### config.mk
export PLATFORM = sky130hd
export DESIGN_NAME = pdn_seq
export DESIGN_NICKNAME = d
export VERILOG_FILES = /design/src/rtl/pdn_pkg.sv /design/src/rtl/pdn_budget.sv /design/src/rtl/pdn_fsm.sv /design/src/rtl/pdn_pins.sv /design/src/rtl/pdn_seq.sv
export SDC_FILE = /design/constraint.sdc
export NUM_CORES = 1
export LEC_CHECK = 0
export BUFFER_PORTS_ARGS = -buffer_cell sky130_fd_sc_hd__buf_4
export CAP_MARGIN = 20
export CORE_MARGIN = 3
export CORE_UTILIZATION = 53
export CTS_CLUSTER_SIZE = 30
export DETAILED_ROUTE_END_ITERATION = 7
export PLACE_DENSITY = 0.77
export SLEW_MARGIN = 5
export SYNTH_ARGS = -nofsm -noshare
export SYNTH_HDL_FRONTEND = slang
export SYNTH_SLANG_ARGS = --single-unit
### constraint.sdc
create_clock -name clk -period 2.63 [get_ports clk]
set_input_delay 0.3945 -clock clk [delete_from_list [all_inputs] [get_ports clk]]
set_output_delay 0.3945 -clock clk [all_outputs]
set_load 0.01 [all_outputs]
### src/rtl/pdn_pkg.sv
`timescale 1ns/1ps
package pdn_pkg;

    typedef enum logic [1:0] {
        ST_RUN   = 2'd0,
        ST_ENTER = 2'd1,
        ST_DOWN  = 2'd2,
        ST_EXIT  = 2'd3
    } pdn_state_e;

    typedef enum logic [1:0] {
        PD_NONE = 2'd0,
        PD_PRE  = 2'd1,
        PD_ACT  = 2'd2
    } pdn_mode_e;

    // {cs_n, ras_n, cas_n, we_n}
    localparam logic [3:0] CMD_NOP   = 4'b0111;
    localparam logic [3:0] CMD_DESEL = 4'b1111;

    typedef struct packed {
        logic       cke;
        logic [3:0] cmd;
        logic       own;
        logic       ready;
    } pdn_pins_t;

    // nanoseconds to whole cycles, rounded up
    function automatic int unsigned ns_to_cyc(input int unsigned ns,
                                              input int unsigned clk_ps);
        return (ns * 1000 + clk_ps - 1) / clk_ps;
    endfunction

endpackage

### src/rtl/pdn_budget.sv
`timescale 1ns/1ps
module pdn_budget #(
    parameter int unsigned REF_CYC = 2084,
    parameter int unsigned MARGIN  = 16,
    parameter int unsigned CNT_W   = 12
) (
    input  logic clk,
    input  logic rst,
    input  logic load,
    input  logic run,
    output logic hit
);
    logic [CNT_W-1:0] cnt_q;

    always_ff @(posedge clk) begin
        if (rst)
            cnt_q <= '0;
        else if (load)
            cnt_q <= CNT_W'(REF_CYC);
        else if (run && cnt_q != '0)
            cnt_q <= cnt_q - 1'b1;
    end

    assign hit = (cnt_q == CNT_W'(MARGIN));
endmodule

### src/rtl/pdn_fsm.sv
`timescale 1ns/1ps
module pdn_fsm
    import pdn_pkg::*;
(
    input  logic       clk,
    input  logic       rst,
    input  logic       idle_req,
    input  logic       access_busy,
    input  logic       wake_req,
    input  logic       new_access,
    input  logic       any_open,
    input  logic       budget_hit,
    output pdn_state_e state,
    output pdn_mode_e  mode,
    output logic       due,
    output logic       load,
    output logic       run
);
    pdn_state_e state_q, state_d;
    pdn_mode_e  cls_q, mode_q;
    logic       due_q;
    logic       go_down, leave;

    assign go_down = idle_req && !access_busy && !wake_req && !new_access;
    assign leave   = budget_hit || wake_req || new_access;

    always_comb begin
        state_d = state_q;
        unique case (state_q)
            ST_RUN:   if (go_down) state_d = ST_ENTER;
            ST_ENTER: state_d = ST_DOWN;
            ST_DOWN:  if (leave) state_d = ST_EXIT;
            ST_EXIT:  state_d = ST_RUN;
            default:  state_d = ST_RUN;
        endcase
    end

    always_ff @(posedge clk) begin
        if (rst) begin
            state_q <= ST_RUN;
            cls_q   <= PD_NONE;
            mode_q  <= PD_NONE;
            due_q   <= 1'b0;
        end else begin
            state_q <= state_d;
            if (state_q == ST_RUN && go_down)
                cls_q <= any_open ? PD_ACT : PD_PRE;
            if (state_q == ST_ENTER)
                mode_q <= cls_q;
            if (state_q == ST_DOWN && budget_hit)
                due_q <= 1'b1;
            if (state_q == ST_EXIT) begin
                mode_q <= PD_NONE;
                due_q  <= 1'b0;
            end
        end
    end

    assign load  = (state_q == ST_RUN) && go_down;
    assign run   = (state_q == ST_ENTER) || (state_q == ST_DOWN);
    assign state = state_q;
    assign mode  = mode_q;
    assign due   = due_q;
endmodule

### src/rtl/pdn_pins.sv
`timescale 1ns/1ps
module pdn_pins
    import pdn_pkg::*;
#(
    parameter bit DOWN_DESEL = 1'b1
) (
    input  pdn_state_e state,
    output pdn_pins_t  pins
);
    logic [3:0] down_cmd;

    generate
        if (DOWN_DESEL) begin : g_desel
            assign down_cmd = CMD_DESEL;
        end else begin : g_nop
            assign down_cmd = CMD_NOP;
        end
    endgenerate

    always_comb begin
        pins.cke   = 1'b1;
        pins.cmd   = CMD_NOP;
        pins.own   = 1'b1;
        pins.ready = 1'b0;
        unique case (state)
            ST_RUN: begin
                pins.own   = 1'b0;
                pins.ready = 1'b1;
            end
            ST_ENTER: pins.cke = 1'b0;
            ST_DOWN: begin
                pins.cke = 1'b0;
                pins.cmd = down_cmd;
            end
            ST_EXIT: pins.cmd = CMD_NOP;
            default: ;
        endcase
    end
endmodule

### src/rtl/pdn_seq.sv
`timescale 1ns/1ps
module pdn_seq
    import pdn_pkg::*;
#(
    parameter int unsigned NBANK      = 4,
    parameter int unsigned CLK_PS     = 7500,
    parameter int unsigned REF_ROW_NS = 15625,
    parameter int unsigned MARGIN     = 16,
    parameter bit          DOWN_DESEL = 1'b1
) (
    input  logic             clk,
    input  logic             rst,
    input  logic             idle_req,
    input  logic             access_busy,
    input  logic             wake_req,
    input  logic             new_access,
    input  logic [NBANK-1:0] bank_open,
    output logic             cke,
    output logic [3:0]       cmd,
    output logic             cmd_own,
    output logic             ready,
    output logic [1:0]       pd_mode,
    output logic             refresh_due
);
    localparam int unsigned REF_CYC = ns_to_cyc(REF_ROW_NS, CLK_PS);
    localparam int unsigned CNT_W   = $clog2(REF_CYC + 1);

    pdn_state_e state;
    pdn_mode_e  mode;
    pdn_pins_t  pins;
    logic       due, load, run, hit;

    pdn_budget #(.REF_CYC(REF_CYC), .MARGIN(MARGIN), .CNT_W(CNT_W)) u_budget (
        .clk(clk), .rst(rst), .load(load), .run(run), .hit(hit)
    );

    pdn_fsm u_fsm (
        .clk(clk), .rst(rst), .idle_req(idle_req), .access_busy(access_busy),
        .wake_req(wake_req), .new_access(new_access), .any_open(|bank_open),
        .budget_hit(hit), .state(state), .mode(mode), .due(due),
        .load(load), .run(run)
    );

    pdn_pins #(.DOWN_DESEL(DOWN_DESEL)) u_pins (.state(state), .pins(pins));

    assign cke         = pins.cke;
    assign cmd         = pins.cmd;
    assign cmd_own     = pins.own;
    assign ready       = pins.ready;
    assign pd_mode     = mode;
    assign refresh_due = due;
endmodule

==> summary.md <==
- status: completed
- DR pass1 iterations: 4
- number of global-route vias before repair: 948
- violation count after the first detailed-route iteration: 30
- clock root cell: clkbuf_4
- Area Growth Syn to Fin: 15.4%
- Die Height: 50.3 um
- maximum number of pins on one net before global-route repair: 12
- min-delay worst type: input pin to register
- clock period minus worst slack: 2.15 ns
- launching point of the worst reg2reg path: u_fsm.state[0]$_SDFFE_PP0P_
- static leakage: 0.450 nW
- cell types with the largest area share after synthesis: dfxtp_1 37%, ha_1 7.2%, a21oi_1 4.8%
- Max Root-Sink Buffers: 2
- worst clock skew: 0.00216 ns
- total power density per cell area: 1410 nW/um^2
- layout net count: 157
- synthesized area per cell: 8.52 sq um
- all-layer global routing usage: 19.8%
- Syn. warnings: 0
- number of rows created at floorplan: 15
- Crit-path slowest cell: or4_1
- initial antenna violation count: 0
- switching share of total power: 47.7%
- startpoint type of the worst setup path: register
- total half-perimeter wirelength after legalization and detailed placement: 1780 um
- crit end category: register
- initial core utilization: 58.3%
- Fmax achieved: 464 MHz
- post-route DRC violation count: 0
- worst reg-to-reg setup slack: 0.48 ns
- number of port buffers: 16
- final period utilization: 81.9%
- Horiz. Die Dim: 50.3 um
- final number of hold-violating endpoints: 0
- antenna diode instance count: 0
- clock-pin slew on the worst setup and hold paths: 0.11 ns
- worst-path fanout max: 6
- power dissipated by switching net loads: 0.805 mW
- number of max-cap violations: 0
- Inst Count DP: 161
- GPL Wtd Cong: 0.832
- top-area cell type share of the netlist area: 36.6%
- count of boundary I/O pins: 20
- TritonCTS clock tree: yes
- Setup TNS: 0 ns
- post-synthesis cell area: 1040 sq um
- number of instances resized during post-cts repair: 0
- clock power share: 8.7%
- share of layout cells above drive strength 1: 20.0%
- worst relative slew slack: 65.8%
- number of flip-flops and latches in the synthesized netlist: 19
- first-pass GRT wire length: 3990 um
- async set or reset register ratio after synthesis: 0%
- worst-skew pair later-pin latency: 0.30 ns
- cell with the most instances after synthesis: dfxtp_1
- fraction of power consumed by combinational cells: 61.4%
- number of standard cells in the layout, taps in and fillers out: 165
- worst setup path startpoint: u_fsm.state[0]$_SDFFE_PP0P_
- Via Count: 968
- final setup violation count: 0
- Placeable Area: 1780 sq um
- proportion of power drawn by flip-flops and latches: 29.9%
- Post-CTS Setup Repair Bufs: 0
- setup repair after global routing missed its margin: false
- reg-to-reg critical path endpoint: u_budget.cnt_q[10]$_SDFFE_PP0P_
- required time worst endpoint: 2.86 ns
- Hold Path Depth: 2
- worst path cell trace: inv_1 > ha_1 > nand4bb_1 > or3_1 > or4_1 > a21oi_1
- maximum cell stage delay along the critical path: 0.49 ns
- main flop type after synthesis: dfxtp_1
- top post-synthesis cells by count: 19 x dfxtp_1, 10 x a21oi_1, 10 x nand2_1, 10 x nor2_1
- number of nets with antenna violations after detailed routing: 0
- Wirelength per Cell: 14.0 um
- Die Footprint: 2530 sq um
- clock buffers created by TritonCTS: 3
- total length of routed wires: 2310 um
- count of final max-slew check failures: 0
- Internal Pwr Total: 0.883 mW
- WHS Endpoint: u_budget.cnt_q[11]$_SDFFE_PP0P_
- number of instances in the synthesized netlist: 122
- hold path startpoint: rst
- number of hold buffers added after CTS: 0
- portion of the post-synthesis area used by sequential elements: 36.6%
- residual overflow from global routing: 0
- number of vias per cell after detailed routing: 5.87
- VDD IR max: 1050 uV
- core utilization of the finished layout: 67.3%
- distinct cell type count of the synthesized netlist: 38
- Arr. time, crit path: 2.39 ns
- clock sink count: 19
- number of synthesized flops with an enable pin: 0
- slew at the pin closest to its max-slew limit: 0.509 ns
- worst hold margin: 0.328 ns
- largest area contributor in the netlist: dfxtp_1
- critical setup path kind: register to register
- CTS HTree Levels: 1
- Reg2Reg Depth: 6
==> power groups by stage <==
stage               Clock [mW]  Sequential [mW]  Combinational, mW
floorplan                    0            0.477              0.788
global placement             0            0.503              0.988
detailed placement           0            0.506               1.02
CTS                      0.150            0.500               1.02
global route             0.164            0.524               1.17
finish                   0.147            0.504               1.04
==> layout by cell type, fill, tap and decap left out, drive strengths merged, types with 5 or more instances in the layout <==
master and n:
or4 5, nor2 10, dfxtp 19, nand2 10
or3 8, nor3 6, buf 16, inv 7
ha 6, a21oi 10
==> worst max-delay path by stage <==
stage	to	slack (ns)	cells after the start
after floorplan	u_budget.cnt_q[10]$_SDFFE_PP0P_	0.70	6
final	u_budget.cnt_q[10]$_SDFFE_PP0P_	0.48	6
after CTS	u_budget.cnt_q[10]$_SDFFE_PP0P_	0.49	6
after global routing	u_budget.cnt_q[9]$_SDFFE_PP0P_	0.27	6
after detailed placement	u_budget.cnt_q[10]$_SDFFE_PP0P_	0.51	6
after global placement	u_budget.cnt_q[10]$_SDFFE_PP0P_	0.61	6
==> flip-flops by register name (all words and copies together), names as in the netlist <==
signal,count
u_fsm.due,1
u_budget.cnt_q,12
u_fsm.state,2
u_fsm.mode,2
u_fsm.cls_q,2
==> per-stage QoR <==
stage               setup WS, ns  area (sq um)  power (mW)
CTS                        0.492          1200        1.67
floorplan                  0.701          1050        1.27
global placement           0.605          1170        1.49
detailed placement         0.512          1170        1.52
global route               0.265          1200        1.86
finish                     0.475          1200        1.69
==> metal layers <==
metal	up-vias	part of all wire [%]	global-route usage, %
met5	-	0	0
met4	0	1.3	8.07
met3	4	3.4	2.67
met2	23	53	36.5
met1	450	42	22.7
li1	491	-	-
==> area by class of cell <==
type / instances / area (sq um)
clock inverters: 1 / 5.00
clock buffers: 3 / 22.5
repair buffers: 16 / 120
multi-input cells: 94 / 614
inverters: 7 / 26.3
flip-flops and latches: 19 / 380
well taps: 25 / 31.3
fillers: 151 / 583
==> worst max-delay path, delay by kind of cell, from the launching register on <==
kind / cells / cell delay, ns
adder cells (fa/ha/maj): 1 / 0.38
flip-flops: 1 / 0.39
buffers and inverters: 1 / 0.09
AO/OA/AOI/OAI: 1 / 0.15
AND/OR/NAND/NOR: 3 / 1.07
==> cells by family (layout without fill, tap and decap cells) <==
logic type / after synthesis / count (layout) / share of synthesized area, %
fa+ha+maj: 6 / 6 / 7.22
compound gates: 27 / 27 / 16.8
xor+xnor: 1 / 1 / 0.843
buf+inv: 11 / 27 / 5.05
other cells: 1 / 3 / 0.361
flops: 19 / 19 / 36.6
simple gates: 55 / 55 / 31.2
mux: 2 / 2 / 1.93
Note: power is estimated with default switching activity, not from simulation.
